**src/rtl/sie_cmd_pkg.sv**
```systemverilog
package sie_cmd_pkg;

    localparam int WORD_W = 32;
    localparam int BYTE_W = 8;
    localparam int RADDR_W = 2;

    localparam logic [BYTE_W-1:0] PH_READ  = 8'h01;
    localparam logic [BYTE_W-1:0] PH_WRITE = 8'h02;
    localparam logic [BYTE_W-1:0] PH_CMD   = 8'h05;

    localparam logic [RADDR_W-1:0] RA_CMD   = 2'd0;
    localparam logic [RADDR_W-1:0] RA_RDATA = 2'd1;
    localparam logic [RADDR_W-1:0] RA_STAT  = 2'd2;
    localparam logic [RADDR_W-1:0] RA_CLR   = 2'd3;

    localparam int FLAG_DONE = 0;
    localparam int FLAG_FULL = 1;
    localparam int NUM_FLAGS = 2;

    typedef struct packed {
        logic [BYTE_W-1:0] payload;
        logic [BYTE_W-1:0] phase;
    } eng_req_t;

    typedef enum logic [1:0] {
        ST_IDLE = 2'd0,
        ST_REQ  = 2'd1,
        ST_WAIT = 2'd2
    } seq_state_e;

    function automatic logic phase_known(input logic [BYTE_W-1:0] p);
        return (p == PH_READ) || (p == PH_WRITE) || (p == PH_CMD);
    endfunction

    function automatic logic phase_wants_rsp(input logic [BYTE_W-1:0] p);
        return p == PH_READ;
    endfunction

endpackage

```
**src/rtl/sie_cmd_decode.sv**
```systemverilog
module sie_cmd_decode
    import sie_cmd_pkg::*;
#(
    parameter int W_W = WORD_W,
    parameter int B_W = BYTE_W,
    parameter int A_W = RADDR_W,
    parameter int F_N = NUM_FLAGS
) (
    input  logic           wr,
    input  logic [A_W-1:0] addr,
    input  logic [W_W-1:0] wdata,
    input  logic           busy,
    output logic           issue,
    output eng_req_t       req,
    output logic [F_N-1:0] clr_mask
);
    localparam int PH_LSB = B_W;
    localparam int PL_LSB = 2 * B_W;

    logic unused_rsvd;
    assign unused_rsvd = ^{wdata[W_W-1:PL_LSB+B_W], wdata[PH_LSB-1:F_N]};

    always_comb begin
        req.phase   = wdata[PH_LSB +: B_W];
        req.payload = wdata[PL_LSB +: B_W];
        issue       = wr && (addr == RA_CMD) && !busy && phase_known(req.phase);
        clr_mask    = (wr && (addr == RA_CLR)) ? wdata[F_N-1:0] : '0;
    end

endmodule

```
**src/rtl/sie_cmd_seq.sv**
```systemverilog
module sie_cmd_seq
    import sie_cmd_pkg::*;
(
    input  logic     clk,
    input  logic     rst,
    input  logic     issue,
    input  eng_req_t req_in,
    output eng_req_t req_q,
    output logic     eng_req_valid,
    input  logic     eng_req_ready,
    input  logic     eng_rsp_valid,
    output logic     busy,
    output logic     done_pulse,
    output logic     rsp_pulse
);
    seq_state_e state;

    always_ff @(posedge clk) begin
        if (rst) begin
            state <= ST_IDLE;
            req_q <= '0;
        end else begin
            unique case (state)
                ST_IDLE: if (issue) begin
                    req_q <= req_in;
                    state <= ST_REQ;
                end
                ST_REQ: if (eng_req_ready) begin
                    state <= phase_wants_rsp(req_q.phase) ? ST_WAIT : ST_IDLE;
                end
                ST_WAIT: if (eng_rsp_valid) state <= ST_IDLE;
                default: state <= ST_IDLE;
            endcase
        end
    end

    assign eng_req_valid = (state == ST_REQ);
    assign busy          = (state != ST_IDLE);
    assign done_pulse    = (state == ST_REQ) && eng_req_ready && !phase_wants_rsp(req_q.phase);
    assign rsp_pulse     = (state == ST_WAIT) && eng_rsp_valid;

    // pending request is held stable until taken
    a_r4_req_hold: assert property (@(posedge clk) disable iff (rst)
        eng_req_valid && !eng_req_ready |=> eng_req_valid && $stable(req_q));

    // a busy sequencer never reloads its request
    a_r7_busy_keeps_req: assert property (@(posedge clk) disable iff (rst)
        busy |=> $stable(req_q));

    a_r4_state_legal: assert property (@(posedge clk) disable iff (rst)
        $onehot0({state == ST_REQ, state == ST_WAIT}) && state != 2'd3);

endmodule

```
**src/rtl/sie_cmd_flags.sv**
```systemverilog
module sie_cmd_flags
    import sie_cmd_pkg::*;
#(
    parameter int B_W = BYTE_W,
    parameter int F_N = NUM_FLAGS
) (
    input  logic           clk,
    input  logic           rst,
    input  logic           set_done,
    input  logic           set_full,
    input  logic [B_W-1:0] rsp_byte,
    input  logic [F_N-1:0] clr_mask,
    output logic [F_N-1:0] flags_q,
    output logic [B_W-1:0] rdata_q
);
    logic [F_N-1:0] set_vec;

    always_comb begin
        set_vec            = '0;
        set_vec[FLAG_DONE] = set_done;
        set_vec[FLAG_FULL] = set_full;
    end

    always_ff @(posedge clk) begin
        if (rst) begin
            flags_q <= '0;
            rdata_q <= '0;
        end else begin
            flags_q <= set_vec | (flags_q & ~clr_mask);
            if (set_full) rdata_q <= rsp_byte;
        end
    end

    // response byte lands with the full flag
    a_r6_full_capture: assert property (@(posedge clk) disable iff (rst)
        set_full |=> flags_q[FLAG_FULL] && rdata_q == $past(rsp_byte));

    // set beats clear in the same cycle
    a_r9_set_wins: assert property (@(posedge clk) disable iff (rst)
        set_done && clr_mask[FLAG_DONE] |=> flags_q[FLAG_DONE]);

    // data register only moves on a captured response
    a_r8_rdata_quiet: assert property (@(posedge clk) disable iff (rst)
        !set_full |=> $stable(rdata_q));

endmodule

```
**src/rtl/sie_cmd_bridge.sv**
```systemverilog
module sie_cmd_bridge
    import sie_cmd_pkg::*;
#(
    parameter int W_W = WORD_W,
    parameter int B_W = BYTE_W,
    parameter int A_W = RADDR_W
) (
    input  logic           clk,
    input  logic           rst,
    input  logic           bus_wr,
    input  logic [A_W-1:0] bus_addr,
    input  logic [W_W-1:0] bus_wdata,
    output logic [W_W-1:0] bus_rdata,
    output logic           eng_req_valid,
    input  logic           eng_req_ready,
    output logic [B_W-1:0] eng_req_phase,
    output logic [B_W-1:0] eng_req_byte,
    input  logic           eng_rsp_valid,
    input  logic [B_W-1:0] eng_rsp_data,
    output logic           irq_o
);
    localparam int F_N = NUM_FLAGS;

    logic           issue, busy, done_pulse, rsp_pulse;
    eng_req_t       req_dec, req_q;
    logic [F_N-1:0] clr_mask, flags_q;
    logic [B_W-1:0] rdata_q;

    sie_cmd_decode #(.W_W(W_W), .B_W(B_W), .A_W(A_W), .F_N(F_N)) u_dec (
        .wr(bus_wr), .addr(bus_addr), .wdata(bus_wdata), .busy(busy),
        .issue(issue), .req(req_dec), .clr_mask(clr_mask)
    );

    sie_cmd_seq u_seq (
        .clk(clk), .rst(rst), .issue(issue), .req_in(req_dec), .req_q(req_q),
        .eng_req_valid(eng_req_valid), .eng_req_ready(eng_req_ready),
        .eng_rsp_valid(eng_rsp_valid), .busy(busy),
        .done_pulse(done_pulse), .rsp_pulse(rsp_pulse)
    );

    sie_cmd_flags #(.B_W(B_W), .F_N(F_N)) u_flags (
        .clk(clk), .rst(rst), .set_done(done_pulse), .set_full(rsp_pulse),
        .rsp_byte(eng_rsp_data), .clr_mask(clr_mask),
        .flags_q(flags_q), .rdata_q(rdata_q)
    );

    assign eng_req_phase = req_q.phase;
    assign eng_req_byte  = req_q.payload;
    assign irq_o         = flags_q[FLAG_FULL];

    always_comb begin
        bus_rdata = '0;
        unique case (bus_addr)
            RA_CMD:   bus_rdata[3*B_W-1:B_W] = {req_q.payload, req_q.phase};
            RA_RDATA: bus_rdata[B_W-1:0]     = rdata_q;
            RA_STAT:  bus_rdata[F_N-1:0]     = flags_q;
            default:  bus_rdata              = '0;
        endcase
    end

    // unknown phase from idle raises no request
    a_r3_bad_phase: assert property (@(posedge clk) disable iff (rst)
        bus_wr && bus_addr == RA_CMD && !busy && !phase_known(bus_wdata[2*B_W-1:B_W])
        |=> !eng_req_valid);

    // known phase from idle raises the request with its fields
    a_r2_issue: assert property (@(posedge clk) disable iff (rst)
        bus_wr && bus_addr == RA_CMD && !busy && phase_known(bus_wdata[2*B_W-1:B_W])
        |=> eng_req_valid && eng_req_phase == $past(bus_wdata[2*B_W-1:B_W])
            && eng_req_byte == $past(bus_wdata[3*B_W-1:2*B_W]));

    // accepted non-read phase sets done
    a_r5_done: assert property (@(posedge clk) disable iff (rst)
        eng_req_valid && eng_req_ready && eng_req_phase != PH_READ |=> flags_q[FLAG_DONE]);

    // stray response while idle leaves full alone
    a_r8_stray_rsp: assert property (@(posedge clk) disable iff (rst)
        !busy && eng_rsp_valid && !(bus_wr && bus_addr == RA_CLR) |=> $stable(flags_q[FLAG_FULL]));

endmodule

```
**config.mk**
```make
export PLATFORM = sky130hd
export DESIGN_NAME = sie_cmd_bridge
export DESIGN_NICKNAME = d
export VERILOG_FILES = /design/src/rtl/sie_cmd_pkg.sv /design/src/rtl/sie_cmd_decode.sv /design/src/rtl/sie_cmd_seq.sv /design/src/rtl/sie_cmd_flags.sv /design/src/rtl/sie_cmd_bridge.sv
export SDC_FILE = /design/constraint.sdc
export NUM_CORES = 1
export LEC_CHECK = 0
export BUFFER_PORTS_ARGS = -buffer_cell sky130_fd_sc_hd__clkbuf_2
export CORE_MARGIN = 2
export CORE_UTILIZATION = 37
export CTS_CLUSTER_SIZE = 28
export DETAILED_ROUTE_END_ITERATION = 7
export GPL_TIMING_DRIVEN = 0
export HOLD_SLACK_MARGIN = 0.02
export MAX_ROUTING_LAYER = met4
export PLACE_DENSITY = 0.82
export SLEW_MARGIN = 15
export SYNTH_ARGS = -nofsm -noshare
export SYNTH_HDL_FRONTEND = slang
export SYNTH_SLANG_ARGS = --single-unit
```
**constraint.sdc**
```tcl
create_clock -name clk -period 2.7 [get_ports clk]
set_input_delay 0.27 -clock clk [delete_from_list [all_inputs] [get_ports clk]]
set_output_delay 0.27 -clock clk [all_outputs]
set_load 0.02 [all_outputs]
```
---- Word level (Yosys, flattened, before mapping) ----
Index checks and enable logic that the tools add are counted.
W data, S select, Z words.
storage, ports and cells
  bits in registers ....................... 28
  bits of input ports ..................... 47
  output and inout port bits .............. 50
  word-level logic and storage cells ...... 45
cells by class
  eq/ne operators ......................... 12
  mux-type cells .......................... 9
  bitwise logic cells ..................... 3
  reduce and logical (&&, ||, !) cells .... 16
operator list
  kind                  number
  $eq A8 B1 Y1 const B  2
  $mux W16              1
  $mux W2               5
  $eq A8 B2 Y1 const B  1
  $eq A8 B3 Y1 const B  1
  $logic_and A1 B1 Y1   7
  $eq A2 B2 Y1 const B  3
  $mux W6               1
  $pmux W2 S3           1
  $eq A2 B1 Y1 const B  2
  $logic_not A2 Y1      2
  $ne A2 B2 Y1 const B  2
  $pmux W2 S2           1
  $reduce_and A3 Y1     1
  $and A2 B2 Y2         1
  $logic_not A1 Y1      2
  $logic_or A1 B1 Y1    2
  $ne A2 B1 Y1 const B  1
  $not A2 Y2            1
  $or A2 B2 Y2          1
  $reduce_and A2 Y1     1
  $reduce_bool A2 Y1    1

---- Logic depth before layout (Yosys ltp) ----
Gate-level depths: netlist of the first run.
  depth after elaboration ................. 6
  depth in mapped cells ................... 7
  gate-level depth less buffers ........... 5

---- Cells and area by module ----
From an unflattened synthesis of the first run, not the netlist that was laid out.
second synthesis, totals
  cells, all modules ...................... 167
  area, all modules ....................... 1556.5 um^2
modules (own cells, without submodules)
  module          times used  cells each  area each (um^2)  sequential area each (um^2)
  sie_cmd_seq     1           68          710.7             360.3
  sie_cmd_flags   1           34          356.6             200.2
  sie_cmd_bridge  1           41          302.8             0.0
  sie_cmd_decode  1           24          186.4             0.0

---- Worst setup path after synthesis of the first run ----
Ideal clock, no wire load.
  path kind ............................... input -> register
  start point ............................. in bus_addr[0]
  end point ............................... reg u_seq.req_q[0] (netlist name)
  setup time .............................. 0.072 ns
  data arrival time ....................... 1.333 ns
  required time ........................... 2.628 ns
  slack ................................... 1.296 ns
  stages .................................. 7
  buffers on the path ..................... 2
  cell sequence ........................... inv_1 ha_1 and4bb_1 o2111a_1 buf_6 buf_12 mux2i_1
between the ends
  longest elaborated chain between the ends .. 5
ends and longest elaborated chain
  what                               line                  source
  start: declaration                 sie_cmd_bridge.sv:11  input logic [A_W-1:0] bus_addr,
  $logic_not A2 Y1                   sie_cmd_decode.sv:26  issue = wr && (addr == RA_CMD) && !busy && phase_known(req.phase);
  $logic_and A1 B1 Y1 (3 in series)  sie_cmd_decode.sv:26
  $reduce_and A2 Y1 (no line)        --
No other way between the ends.
A chain may end at the register's enable or synchronous reset.

---- Final worst setup path of the first run ----
  start point ............................. in bus_addr[0]
  end point ............................... out bus_rdata[16]
between the ends
  longest elaborated chain between the ends .. 2
ends and longest elaborated chain
  what              line                  source
  $logic_not A2 Y1  sie_cmd_bridge.sv:53  unique case (bus_addr)
  $mux W16          sie_cmd_bridge.sv:53
  end: declaration  sie_cmd_bridge.sv:13  output logic [W_W-1:0] bus_rdata,
No other way between the ends.

==> results of run 1 <==
==> through the flow <==
| step | cells | setup WS (ps) |
|---|---|---|
| 2_1_floorplan | 160 | 1296 |
| 3_3_place_gp | 281 | 931.9 |
| 3_5_place_dp | 281 | 901.3 |
| 4_1_cts | 285 | 892.8 |
| 5_1_grt | 285 | 790.0 |
| 6_report | 285 | 935.2 |
==> power groups by stage <==
stage	clock network (mW)	logic (mW)	registers [mW]
finish	0.253	0.0771	0.413
global route	0.280	0.0863	0.413
CTS	0.261	0.0777	0.413
detailed placement	0	0.0771	0.423
global placement	0	0.0766	0.423
floorplan	0	0.0442	0.423
==> synthesized netlist by cell type <==
master	instances	area, sq um
a211oi_1	1	7.510
a21oi_1	2	10.01
a22oi_1	2	15.01
and2_1	16	100.1
and2_2	6	45.04
and3b_1	1	8.760
and4bb_1	1	12.51
buf_12	1	20.02
buf_2	1	5.000
buf_4	8	60.06
buf_6	1	11.26
clkbuf_1	5	18.77
conb_1	1	3.750
dfxtp_1	28	560.5
ha_1	4	50.05
inv_1	2	7.510
mux2i_1	19	190.2
nand2_1	2	7.510
nand2b_1	22	137.6
nand3_1	2	10.01
nand3b_1	1	7.510
nor2_1	8	30.03
nor2b_1	5	31.28
nor3_1	1	5.000
nor3b_1	4	30.03
nor3b_2	3	37.54
o2111a_1	1	11.26
o21ai_0	1	5.000
o21ba_1	1	10.01
o21ba_2	1	10.01
or4_1	1	7.510
or4b_4	1	13.76
==> path summary, 6_finish.rpt <==
check | to | slack [ps] | depth (start not counted)
min reg2reg | u_flags.flags_q[0]$_SDFF_PP0_ | 470 | 2
max reg2reg | u_seq.req_q[2]$_SDFFE_PP0P_ | 1320 | 5
max | bus_rdata[16] | 940 | 6
min | u_seq.req_q[12]$_SDFFE_PP0P_ | 230 | 3
==> kinds of logic (layout without fill, tap and decap cells) <==
kind of cell    count (synthesis)  count (layout)  share of synthesized area
other cells                     1               8                   0.002533
mux                            19              19                     0.1285
fa+ha+maj                       4               4                    0.03381
flops                          28              28                     0.3787
compound gates                  9               9                    0.04649
simple gates                   74              74                     0.3271
buf+inv                        18              95                    0.08284
==> worst reg2reg max path, stage by stage (launching register included) <==
cell and delay (ps):
dfxtp_1 350, and4bb_1 300, o2111a_1 200, buf_6 150, buf_12 140, mux2i_1 180
==> registers in the layout, summed over array words and instances (netlist names) <==
register and flops:
u_flags.flags_q 2, u_seq.req_q 16, u_seq.state 2, u_flags.rdata_q 8
==> area by class of cell <==
| type | count | area (sq um) | share of cell area |
|---|---|---|---|
| Buffer | 16 | 115.1 | 0.05793 |
| Multi-Input combinational cell | 114 | 823.3 | 0.4144 |
| Clock buffer | 4 | 55.05 | 0.02771 |
| Inverter | 2 | 7.507 | 0.003778 |
| Tap cell | 48 | 60.06 | 0.03023 |
| Timing Repair Buffer | 73 | 365.4 | 0.1839 |
| Sequential cell | 28 | 560.5 | 0.2821 |
==> per-layer routing <==
layer	track usage	vias up	wire [um]
met1	0.1863	538	1400
met2	0.2401	57	1384
met5	-	-	0
met4	0.05357	0	40
met3	0.04167	4	296
li1	-	659	-
==> metrics.csv, run 1 <==
stage,metric,value,unit
critical_path,crit path capture type,primary output,
power,PD cells,373.8,nW/um^2
finish,"most common cell after layout, fill and taps aside",clkbuf_2,
floorplanning,I/O Pins,97,
cts,CTS Buffer Depth,2,
synthesis,"FF+latch count, synth",28,
power,Clk network pwr share,0.340,
sta,RSZ-0062 raised after global routing,false,
finish,P&R area growth vs syn,34.24,%
power,Net Sw Frac,0.2174,
critical_path,crit path max fanout,10,
cts,CTS sink count,28,
floorplanning,Initial Util,0.3954,
power,cell internal pwr,0.5812,mW
critical_path,CP Launch Type,input pin,
cts,latest clock arrival within the worst-skew pair,270,ps
sta,"Hold Vio Cnt, Final",0,
drt,DR DRC count,0,
drt,Via density,4.414,
synthesis,"Seq/Total Area, Yosys",0.3787,
critical_path,"Buf+Inv Stages, Crit Path",4,
synthesis,post-synthesis cell area,1480,sq um
critical_path,ordered cell list for the critical path,clkbuf_2 > inv_1 > ha_1 > clkbuf_1 > and2_1 > clkbuf_2,
status,status,completed,
cts,"Gates resized, CTS repair",0,
synthesis,Synth Instances,153,
cts,clk slew on worst S/H paths,90,ps
global_route,largest net degree at the start of global routing,16,
drt,DRT Pass-1 Iters,4,
drt,post-route ant nets,0,
critical_path,Crit. Startpoint,bus_addr[0],
synthesis,"Distinct cells, synth",32,
placement,Post-DP HPWL,2514,um
global_route,initial antenna violation count,0,
power,part of the power in registers,0.556,
floorplanning,Chip Height,67.25,um
global_route,gr ovfl total,0,
critical_path,Crit Path Category,input pin to primary output,
drt,routed len/inst,10.96,um
floorplanning,die area,4523,sq um
finish,Fill cells,356,
critical_path,CP Data Required Time,2430,ps
sta,Slew Limit Fails,0,
drt,initial drt markers,32,
sta,clock skew,0.8563,ps
cts,CTS hold repair buffers,0,
cts,setup repair bufs after CTS,0,
floorplanning,Rows,22,
critical_path,CP max stage delay,370,ps
power,leakage power,1.017,nW
min_path,HP Start,bus_wdata[20],
placement,Placed Area,1932,sq um
finish,nets@finish,289,
critical_path,crit path DAT,1490,ps
power,total power,0.7427,mW
floorplanning,core area,3744,sq um
cts,root cell of the clock tree,clkbuf_8,
finish,ANT cells,0,
min_path,Hold WC Path Type,input pin to register,
global_route,global-route usage over all layers,0.1520,
global_route,global-route wire length before repair,5064,um
synthesis,syn_area_per_cell,9.674,sq um
placement,Buffers on Ports,73,
sta,final hold slack,227.3,ps
cts,CTS buffer count,3,
critical_path,FF-to-FF Start,u_seq.state[0]$_SDFFE_PP0P_,
critical_path,CP dominant cell by count,clkbuf_2,
critical_path,CP max-delay cell,clkbuf_1,
power,P_sw,0.1615,mW
sta,Final period util,0.6536,
run,Max Cap Viol,0,
finish,Layout Utilization,0.5307,
drt,final wirelength,3123,um
finish,most frequent cells in the layout,"73 x clkbuf_2, 28 x dfxtp_1, 22 x nand2b_1, 19 x mux2i_1, 16 x and2_1",
sta,TNS Setup,0,ps
sta,final setup vio count,0,
critical_path,CP top delay family,buffers and inverters,
cts,Max H-tree Level,1,
synthesis,Yosys Warn Count,0,
global_route,vias in the first global route,1103,
power,Logic pwr share,0.104,
floorplanning,Die W,67.25,um
finish,post-layout instance area,1987,sq um
sta,Max Freq,566.6,MHz
placement,Placer Congestion,0.6664,
power,Max VDD drop,0.2709,mV
finish,fraction of layout cells with a size suffix above 1,0.4177,
drt,via count,1258,
sta,final critical-path required period,1765,ps
cts,CTS tree,yes,
Power figures use the tool's default switching activity.
==> run 2, diff against run 1 <==
Settings changed: PLACE_DENSITY 0.82 to 0.85.
Clock period 2.7 ns to 1.5 ns, I/O delays scaled along.
==> metrics.csv, run 2 (same netlist as run 1, synthesis figures left out) <==
stage,metric,value,unit,change
global_route,GR Util met2,0.2599,,+0.01980
critical_path,CP top delay family,flip-flops,,
critical_path,crit path DAT,1570,ps,+80 ps
cts,Max H-tree Level,1,,unchanged
global_route,gr ovfl total,0,,unchanged
global_route,Top Usage Layer GRT,met2,,
cts,CTS tree,yes,,
drt,DR DRC count,0,,unchanged
placement,Placed Instances,281,,unchanged
critical_path,CP max stage delay,340,ps,-30 ps
power,total power,1.273,mW,+71%
critical_path,ordered cell list for the critical path,and4bb_1 > o2111a_1 > buf_6 > buf_12 > mux2i_1,,
critical_path,"Buf+Inv Stages, Crit Path",2,,-2
global_route,initial antenna violation count,0,,unchanged
power,Max VDD drop,0.5271,mV,+95%
sta,clock skew,1.808,ps,+0.9512 ps
sta,Max Freq,725.5,MHz,
global_route,met3 Usage GRT,0.03667,,-0.005000
global_route,M1 GR Usage,0.1898,,+0.003511
finish,"most common cell after layout, fill and taps aside",clkbuf_2,,
finish,post-layout instance area,1977,sq um,-0.50%
finish,most frequent cells in the layout,"74 x clkbuf_2, 28 x dfxtp_1, 22 x nand2b_1, 19 x mux2i_1, 16 x and2_1",,
placement,Placer Congestion,0.7089,,+6.4%
floorplanning,Die W,67.25,um,unchanged
placement,Post-DP HPWL,2597,um,+3.3%
drt,DRT Pass-1 Iters,4,,unchanged
critical_path,r2r setup slk,120,ps,-1200 ps
placement,pre-CTS WS,-225.5,ps,-1127 ps
sta,final setup vio count,0,,unchanged
cts,setup repair bufs after CTS,0,,unchanged
finish,Largest regs,"u_seq.req_q x16, u_flags.rdata_q x8",,
sta,final hold slack,114.8,ps,-112.5 ps
drt,final wirelength,3208,um,+2.7%
global_route,global-route usage over all layers,0.1525,,+0.0005554
cts,CTS Buffer Depth,2,,unchanged
finish,nets@finish,289,,unchanged
global_route,vias in the first global route,1161,,+5.3%
cts,CTS buffer count,3,,unchanged
sta,Slew Limit Fails,0,,unchanged
cts,root cell of the clock tree,clkbuf_8,,
drt,Via density,4.454,,+0.91%
global_route,global-route wire length before repair,5175,um,+2.2%
drt,initial drt markers,30,,-6.3%
cts,CTS sink count,28,,unchanged
drt,via count,1265,,+0.56%
status,status,completed,,
finish,Final Non-Filler Cells,284,,-0.35%
floorplanning,Chip Height,67.25,um,unchanged
finish,P&R area growth vs syn,33.56,%,
critical_path,CP max-delay cell,dfxtp_1,,
finish,max reg flops,16,,unchanged
sta,final critical-path required period,1378,ps,
sta,post-route setup slack,121.6,ps,-813.6 ps
cts,latest clock arrival within the worst-skew pair,260,ps,about the same
finish,fraction of layout cells with a size suffix above 1,0.4237,,+0.006007
floorplanning,core area,3744,sq um,unchanged
global_route,largest net degree at the start of global routing,15,,-1
drt,routed len/inst,11.30,um,+3.1%
floorplanning,Initial Util,0.3954,,unchanged
cts,clk slew on worst S/H paths,90,ps,about the same
run,Max Cap Viol,0,,unchanged
power,leakage power,1.012,nW,-0.55%
power,PD cells,643.8,nW/um^2,+72%
min_path,Hold WC Path Type,input pin to register,,
drt,post-route ant nets,0,,unchanged
finish,ANT cells,0,,unchanged
placement,Buffers on Ports,73,,unchanged
critical_path,crit path capture type,register,,
placement,Placed Area,1932,sq um,unchanged
critical_path,CP Data Required Time,1700,ps,-730 ps
floorplanning,die area,4523,sq um,unchanged
critical_path,crit path max fanout,10,,unchanged
floorplanning,Rows,22,,unchanged
critical_path,CP Launch Type,register,,
finish,largest reg by FF count,u_seq.req_q,,
sta,RSZ-0062 raised after global routing,false,,
floorplanning,I/O Pins,97,,unchanged
critical_path,Crit Path Category,register to register,,
sta,Final period util,0.9189,,
sta,"Hold Vio Cnt, Final",0,,unchanged
[run 2: per-layer routing]
metal  routed length, um  part of all wire
met4                  11            0.0034
met2                1472              0.46
met5                   0                 0
met1                1444              0.45
met3                 280             0.087
[run 2: what timing repair did]
item	4_1_cts	5_1_grt
hold buffers	0	0
endpoints found under the setup margin	10	15
pin swaps	0	0
gates resized for setup	1	1
[run 2: area by class of cell]
class | instances | area, sq um
fill | 345 | 1767
inverter | 2 | 7.507
timing repair buffer | 73 | 365.4
buffer | 16 | 116.4
multi-input combinational | 114 | 825.8
clock buffer | 3 | 41.29
tap | 48 | 60.06
sequential | 28 | 560.5
[run 2: stage by stage]
step / TNS, ps / utilization
global route: 0 / 0.5281
finish: 0 / 0.5281
floorplan: 0 / -
global placement: -2034 / 0.5160
CTS: 0 / 0.5274
detailed placement: -3099 / 0.5160
[run 2: path summary, 6_finish.rpt]
path / from / endpoint / cells past startpoint
max reg2reg: u_seq.state[0]$_SDFFE_PP0P_ / u_seq.req_q[2]$_SDFFE_PP0P_ / 5
min: bus_wdata[20] / u_seq.req_q[12]$_SDFFE_PP0P_ / 3
max: u_seq.state[0]$_SDFFE_PP0P_ / u_seq.req_q[2]$_SDFFE_PP0P_ / 5
min reg2reg: u_flags.flags_q[0]$_SDFF_PP0_ / u_flags.flags_q[0]$_SDFF_PP0_ / 2
[run 2: where the power goes]
| group | switching [mW] | internal, mW |
|---|---|---|
| clock | 0.208 | 0.180 |
| combinational | 0.0719 | 0.0698 |
| sequential | 0.000357 | 0.743 |
| total | 0.280 | 0.992 |
[run 2: worst register-to-register path: cells and delay by family, from the launching register on]
family	cells	cell delay, ps
flip-flops	1	340
buffers and inverters	2	300
AND/OR/NAND/NOR	1	290
AO/OA/AOI/OAI	1	200
multiplexers	1	190
